--- config.mk ---
export PLATFORM = sky130hd
export DESIGN_NAME = wbsr_responder
export DESIGN_NICKNAME = d
export VERILOG_FILES = /design/src/rtl/wbsr_pkg.sv /design/src/rtl/wbsr_window.sv /design/src/rtl/wbsr_toggle.sv /design/src/rtl/wbsr_responder.sv
export SDC_FILE = /design/constraint.sdc
export NUM_CORES = 1
export LEC_CHECK = 0
export BUFFER_PORTS_ARGS = -buffer_cell sky130_fd_sc_hd__buf_2
export CORE_AREA = 3 3 40 42
export DETAILED_ROUTE_END_ITERATION = 6
export DIE_AREA = 0 0 43 45
export GPL_ROUTABILITY_DRIVEN = 0
export PLACE_DENSITY = 0.69
export SYNTH_ARGS = -nofsm -noshare
export SYNTH_HDL_FRONTEND = slang
export SYNTH_SLANG_ARGS = --single-unit
--- constraint.sdc ---
create_clock -name clk -period 1.2 [get_ports clk]
set_input_delay 0.12 -clock clk [delete_from_list [all_inputs] [get_ports clk]]
set_output_delay 0.12 -clock clk [all_outputs]
set_load 0.03 [all_outputs]
--- src/rtl/wbsr_pkg.sv ---
package wbsr_pkg;
  // Which source feeds the registered read result.
  typedef enum logic {
    SRC_ARRAY  = 1'b0,
    SRC_STATUS = 1'b1
  } rd_src_e;
endpackage

--- src/rtl/wbsr_window.sv ---
module wbsr_window (
  input  logic clk,
  input  logic rst_n,
  input  logic busy,
  output logic start_pulse,
  output logic busy_prev,
  output logic status_mode
);
  logic busy_q;

  always_ff @(posedge clk) begin
    if (!rst_n) busy_q <= 1'b0;
    else        busy_q <= busy;
  end

  assign busy_prev   = busy_q;
  assign start_pulse = busy & ~busy_q;
  // Window stays open one extra cycle so that a read landing on completion sees status.
  assign status_mode = busy | busy_q;

  AST_START_IN_WINDOW: assert property (@(posedge clk) disable iff (!rst_n)
    start_pulse |=> status_mode);
endmodule

--- src/rtl/wbsr_toggle.sv ---
module wbsr_toggle (
  input  logic clk,
  input  logic rst_n,
  input  logic start_pulse,
  input  logic advance,
  output logic tog_cur
);
  logic tog_q;

  always_ff @(posedge clk) begin
    if (!rst_n)           tog_q <= 1'b0;
    else if (start_pulse) tog_q <= advance;   // restart at 0, then advance if read now
    else if (advance)     tog_q <= ~tog_q;
  end

  assign tog_cur = start_pulse ? 1'b0 : tog_q;

  AST_TOG_FLIP: assert property (@(posedge clk) disable iff (!rst_n)
    (advance && !start_pulse) |=> (tog_q != $past(tog_q)));
  AST_TOG_HOLD: assert property (@(posedge clk) disable iff (!rst_n)
    (!advance && !start_pulse) |=> $stable(tog_q));
endmodule

--- src/rtl/wbsr_responder.sv ---
module wbsr_responder #(
  parameter int DATA_W  = 8,
  parameter int CPL_BIT = 7,
  parameter int TGL_BIT = 6
) (
  input  logic              clk,
  input  logic              rst_n,
  input  logic              busy,
  input  logic [DATA_W-1:0] last_data,
  input  logic              rd_stb,
  input  logic [DATA_W-1:0] arr_data,
  output logic [DATA_W-1:0] rd_data,
  output logic              rd_valid
);
  import wbsr_pkg::*;

  localparam logic [DATA_W-1:0] FLAG_MASK = (DATA_W'(1) << CPL_BIT) | (DATA_W'(1) << TGL_BIT);
  localparam logic [DATA_W-1:0] PASS_MASK = ~FLAG_MASK;

  function automatic logic [DATA_W-1:0] poll_word(input logic [DATA_W-1:0] ld, input logic tg);
    logic [DATA_W-1:0] w;
    w          = ld;
    w[CPL_BIT] = ~ld[CPL_BIT];
    w[TGL_BIT] = tg;
    return w;
  endfunction

  logic    start_pulse, busy_prev, status_mode, tog_cur, poll_advance;
  rd_src_e rd_src;
  logic [DATA_W-1:0] next_word;

  wbsr_window u_window (
    .clk         (clk),
    .rst_n       (rst_n),
    .busy        (busy),
    .start_pulse (start_pulse),
    .busy_prev   (busy_prev),
    .status_mode (status_mode)
  );

  assign poll_advance = rd_stb & status_mode;

  wbsr_toggle u_toggle (
    .clk         (clk),
    .rst_n       (rst_n),
    .start_pulse (start_pulse),
    .advance     (poll_advance),
    .tog_cur     (tog_cur)
  );

  assign rd_src    = status_mode ? SRC_STATUS : SRC_ARRAY;
  assign next_word = (rd_src == SRC_STATUS) ? poll_word(last_data, tog_cur) : arr_data;

  always_ff @(posedge clk) begin
    if (!rst_n) begin
      rd_data  <= '0;
      rd_valid <= 1'b0;
    end else begin
      rd_valid <= rd_stb;
      if (rd_stb) rd_data <= next_word;
    end
  end

  AST_CPL_BIT: assert property (@(posedge clk) disable iff (!rst_n)
    (rd_valid && $past(status_mode)) |-> (rd_data[CPL_BIT] == ~$past(last_data[CPL_BIT])));
  AST_TRUE_DATA: assert property (@(posedge clk) disable iff (!rst_n)
    (rd_valid && !$past(status_mode)) |-> (rd_data == $past(arr_data)));
  AST_RESTART: assert property (@(posedge clk) disable iff (!rst_n)
    (rd_valid && $past(start_pulse)) |-> (rd_data[TGL_BIT] == 1'b0));
  AST_PASS_BITS: assert property (@(posedge clk) disable iff (!rst_n)
    (rd_valid && $past(status_mode)) |-> ((rd_data & PASS_MASK) == ($past(last_data) & PASS_MASK)));
  AST_END_STATUS: assert property (@(posedge clk) disable iff (!rst_n)
    (rd_stb && !busy && busy_prev) |=> (rd_data[CPL_BIT] == ~$past(last_data[CPL_BIT])));
  AST_HOLD: assert property (@(posedge clk) disable iff (!rst_n)
    !rd_stb |=> ($stable(rd_data) && !rd_valid));
endmodule

==> flow_metrics.py <==
metrics = {
    "outcome": {
        "outcome": "finished, final reports clean",
    },
    "timing": {
        "fmax_mhz": 927,
        "setup_viol": 0,
        "hold_violations": 0,
        "rsz0062_at_grt": "false",
        "max-slew-margin-rel_pct": 78.2,
        "fin_worst_skew_ps": 1.67,
        "worst_pin_slew_ps": 327,
        "finalCriticalPeriod_ps": 1080,
        "tns_ps": 0,
        "fin_crit_sh_pct": 89.9,
        "slew_viol_final": 0,
        "timing.final.ws_setup_ps": 121,
    },
    "floorplan": {
        "initial_core_util_pct": 35.5,
        "ios": 29,
        "fp-row-count": 13,
        "dieWidth_um": 43,
        "die_h_um": 45,
        "core_area_um2": 1280,
        "dieArea_um2": 1940,
    },
    "layout": {
        "syn_to_final_growth_pct": 34.0,
        "final_layout_size_suffix_gt1_share_pct": 40.2,
        "layout.nets": 103,
        "n_fill_cell": 142,
        "diodes": 0,
    },
    "clocking": {
        "numCtsBuffers": 3,
        "htreeDepth": 1,
        "clkSlewWorstSetupHoldPaths_ps": 70,
        "cts_resized": 0,
        "clkLatencyLatePin_ps": 260,
        "tritoncts": "done",
        "cts-root-buf": "clkbuf_4",
        "cts_hold_buf": 0,
        "cts_setup_buffers": 0,
        "cts.sinks": 11,
        "cts_max_path_buffers": 2,
    },
    "yosys": {
        "synth_seq_cells": 11,
        "synth_area_leaders": "dfxtp_1 48%, o21ai_0 9.9%, nand2_1 9.9%",
        "syn_inst": 55,
        "yosysTopAreaCellShare_pct": 48.2,
        "avgSynthCellArea_um2": 8.30,
        "synth_top_area_cell": "dfxtp_1",
        "yosys_warnings": 0,
        "synth_cell_type_count": 17,
        "seq_area_frac_synth_pct": 48.2,
        "synth_nets": 75,
        "syn-cell-area_um2": 457,
    },
    "detailed_routing": {
        "ant_nets": 0,
        "num_vias": 473,
        "avgViaCountPerCell": 4.88,
        "first_pass_iters": 2,
        "drcViolationCount": 0,
        "wl_per_cell_um": 11.3,
        "wirelength_mm": 1.10,
        "drt_iter0_markers": 3,
    },
    "placed_design": {
        "dp_slack_ps": 132,
        "port_buffers": 27,
        "dp_hpwl_um": 780,
    },
    "global_routing": {
        "grt_max_degree": 20,
        "grt_util_met3_pct": 2.39,
        "grt_overflow": 0,
        "grtUsageTotal_pct": 12.9,
        "grt_pass1_vias": 428,
        "grtUsageMet1_pct": 13.7,
        "antenna_found_initial": 0,
        "grt_pass1_wl_mm": 1.82,
        "grt_util_met2_pct": 23.1,
        "grt.busiest_layer": "met2",
    },
    "power": {
        "power_leakage_nw": 0.294,
        "ir_worst_vdd_v": 0.000543,
        "p_per_area_nw_per_um2": 1330,
    },
    "setup_path": {
        "start_kind": "register",
        "worstSetupPathType": "register to register",
        "critPathMaxFanout": 8,
        "reg2reg_from": "u_window.busy_prev",
        "reg2reg_to": "rd_data[1]",
        "r2r_cells": 3,
        "worstSetupEndpointType": "register",
        "r2r_slack_ps": 120,
        "worstPathArrival_ps": 1270,
        "crit_required_ps": 1390,
    },
    "hold_path": {
        "hold_depth": 3,
        "hold_path_startpoint": "last_data[2]",
        "hold_class": "input pin to register",
        "holdPathEnd": "rd_data[2]",
    },
    "job": {
        "maxCapViolCount": 0,
    },
}
## power by group
group / switching, mW / total (mW) / internal [mW]
sequential: 0.0134 / 0.404 / 0.391
clock: 0.123 / 0.252 / 0.128
combinational: 0.100 / 0.160 / 0.0599
## logic make-up after synthesis
kind of cell / count (synthesis) / share of synthesized area, %
AO/OA/AOI/OAI: 21 / 27.7
AND/OR/NAND/NOR: 19 / 18.6
flip-flops: 11 / 48.2
buffers and inverters: 4 / 5.48
## sequential cells by signal (all words and copies together) (netlist names)
| register | cells |
|---|---|
| u_toggle.tog_q | 1 |
| rd_valid | 1 |
| u_window.busy_prev | 1 |
| rd_data | 8 |
## cell usage in the layout (no fill, tap or decap), drive strengths merged
cell    netlist  routed
and2          2       2
nand3         1       1
o211ai        1       1
a31oi         6       6
a21oi         3       3
or2           1       1
o21ai        10      10
dfxtp        11      11
a22oi         1       1
nand2        12      12
clkbuf        1       4
buf           3      27
nand2b        1       1
nor2          2       2
## stage by stage
| stage | power (mW) | utilization (%) | std cells | hold WS, ps | cell area (µm²) |
|---|---|---|---|---|---|
| after floorplan | 0.519 | - | 55 | 242 | 457 |
| after global placement | 0.572 | 45.6 | 93 | 379 | 586 |
| after detailed placement | 0.574 | 45.6 | 93 | 385 | 586 |
| after CTS | 0.828 | 47.6 | 97 | 99.0 | 612 |
| after global routing | 0.861 | 47.6 | 97 | 108 | 612 |
| final | 0.816 | 47.6 | 97 | 103 | 612 |
## synthesized netlist by cell type
| master | instances |
|---|---|
| clkbuf_1 | 1 |
| a22oi_1 | 1 |
| nor2_1 | 1 |
| nand2_1 | 12 |
| a31oi_1 | 6 |
| dfxtp_1 | 11 |
| buf_6 | 1 |
| or2_1 | 1 |
| nand2b_1 | 1 |
| o21ai_0 | 9 |
| and2_1 | 2 |
| o211ai_2 | 1 |
| buf_2 | 2 |
| nor2_2 | 1 |
| o21ai_2 | 1 |
| a21oi_1 | 3 |
| nand3_1 | 1 |
## worst max-delay path by stage
stage | startpoint | endpoint | slack [ps]
after detailed placement | u_window.busy_prev | rd_data[1] | 130
after global placement | u_window.busy_prev | rd_data[1] | 140
after CTS | u_window.busy_prev | rd_data[1] | 110
after global routing | u_window.busy_prev | rd_data[3] | 6
after floorplan | u_window.busy_prev | u_toggle.tog_q | 260
final | u_window.busy_prev | rd_data[1] | 120
## cell type report
type,count,area (µm²),share of cell area (%)
Sequential cell,11,220,36.0
Multi-Input combinational cell,40,211,34.6
Timing Repair Buffer,27,135,22.1
Clock buffer,4,26.3,4.29
Tap cell,15,18.8,3.07
## metal layers
layer / vias to the layer above / wire length [µm]
met4: 0 / 27
met3: 4 / 92
met2: 20 / 496
met1: 203 / 483
li1: 246 / -
met5: - / 0
## worst max-delay path, cell delays in order (launching register included)
cell	delay (ps)
dfxtp_1	410
or2_1	330
nand2_1	100
a31oi_1	170
(Power assumes the default switching activity.)
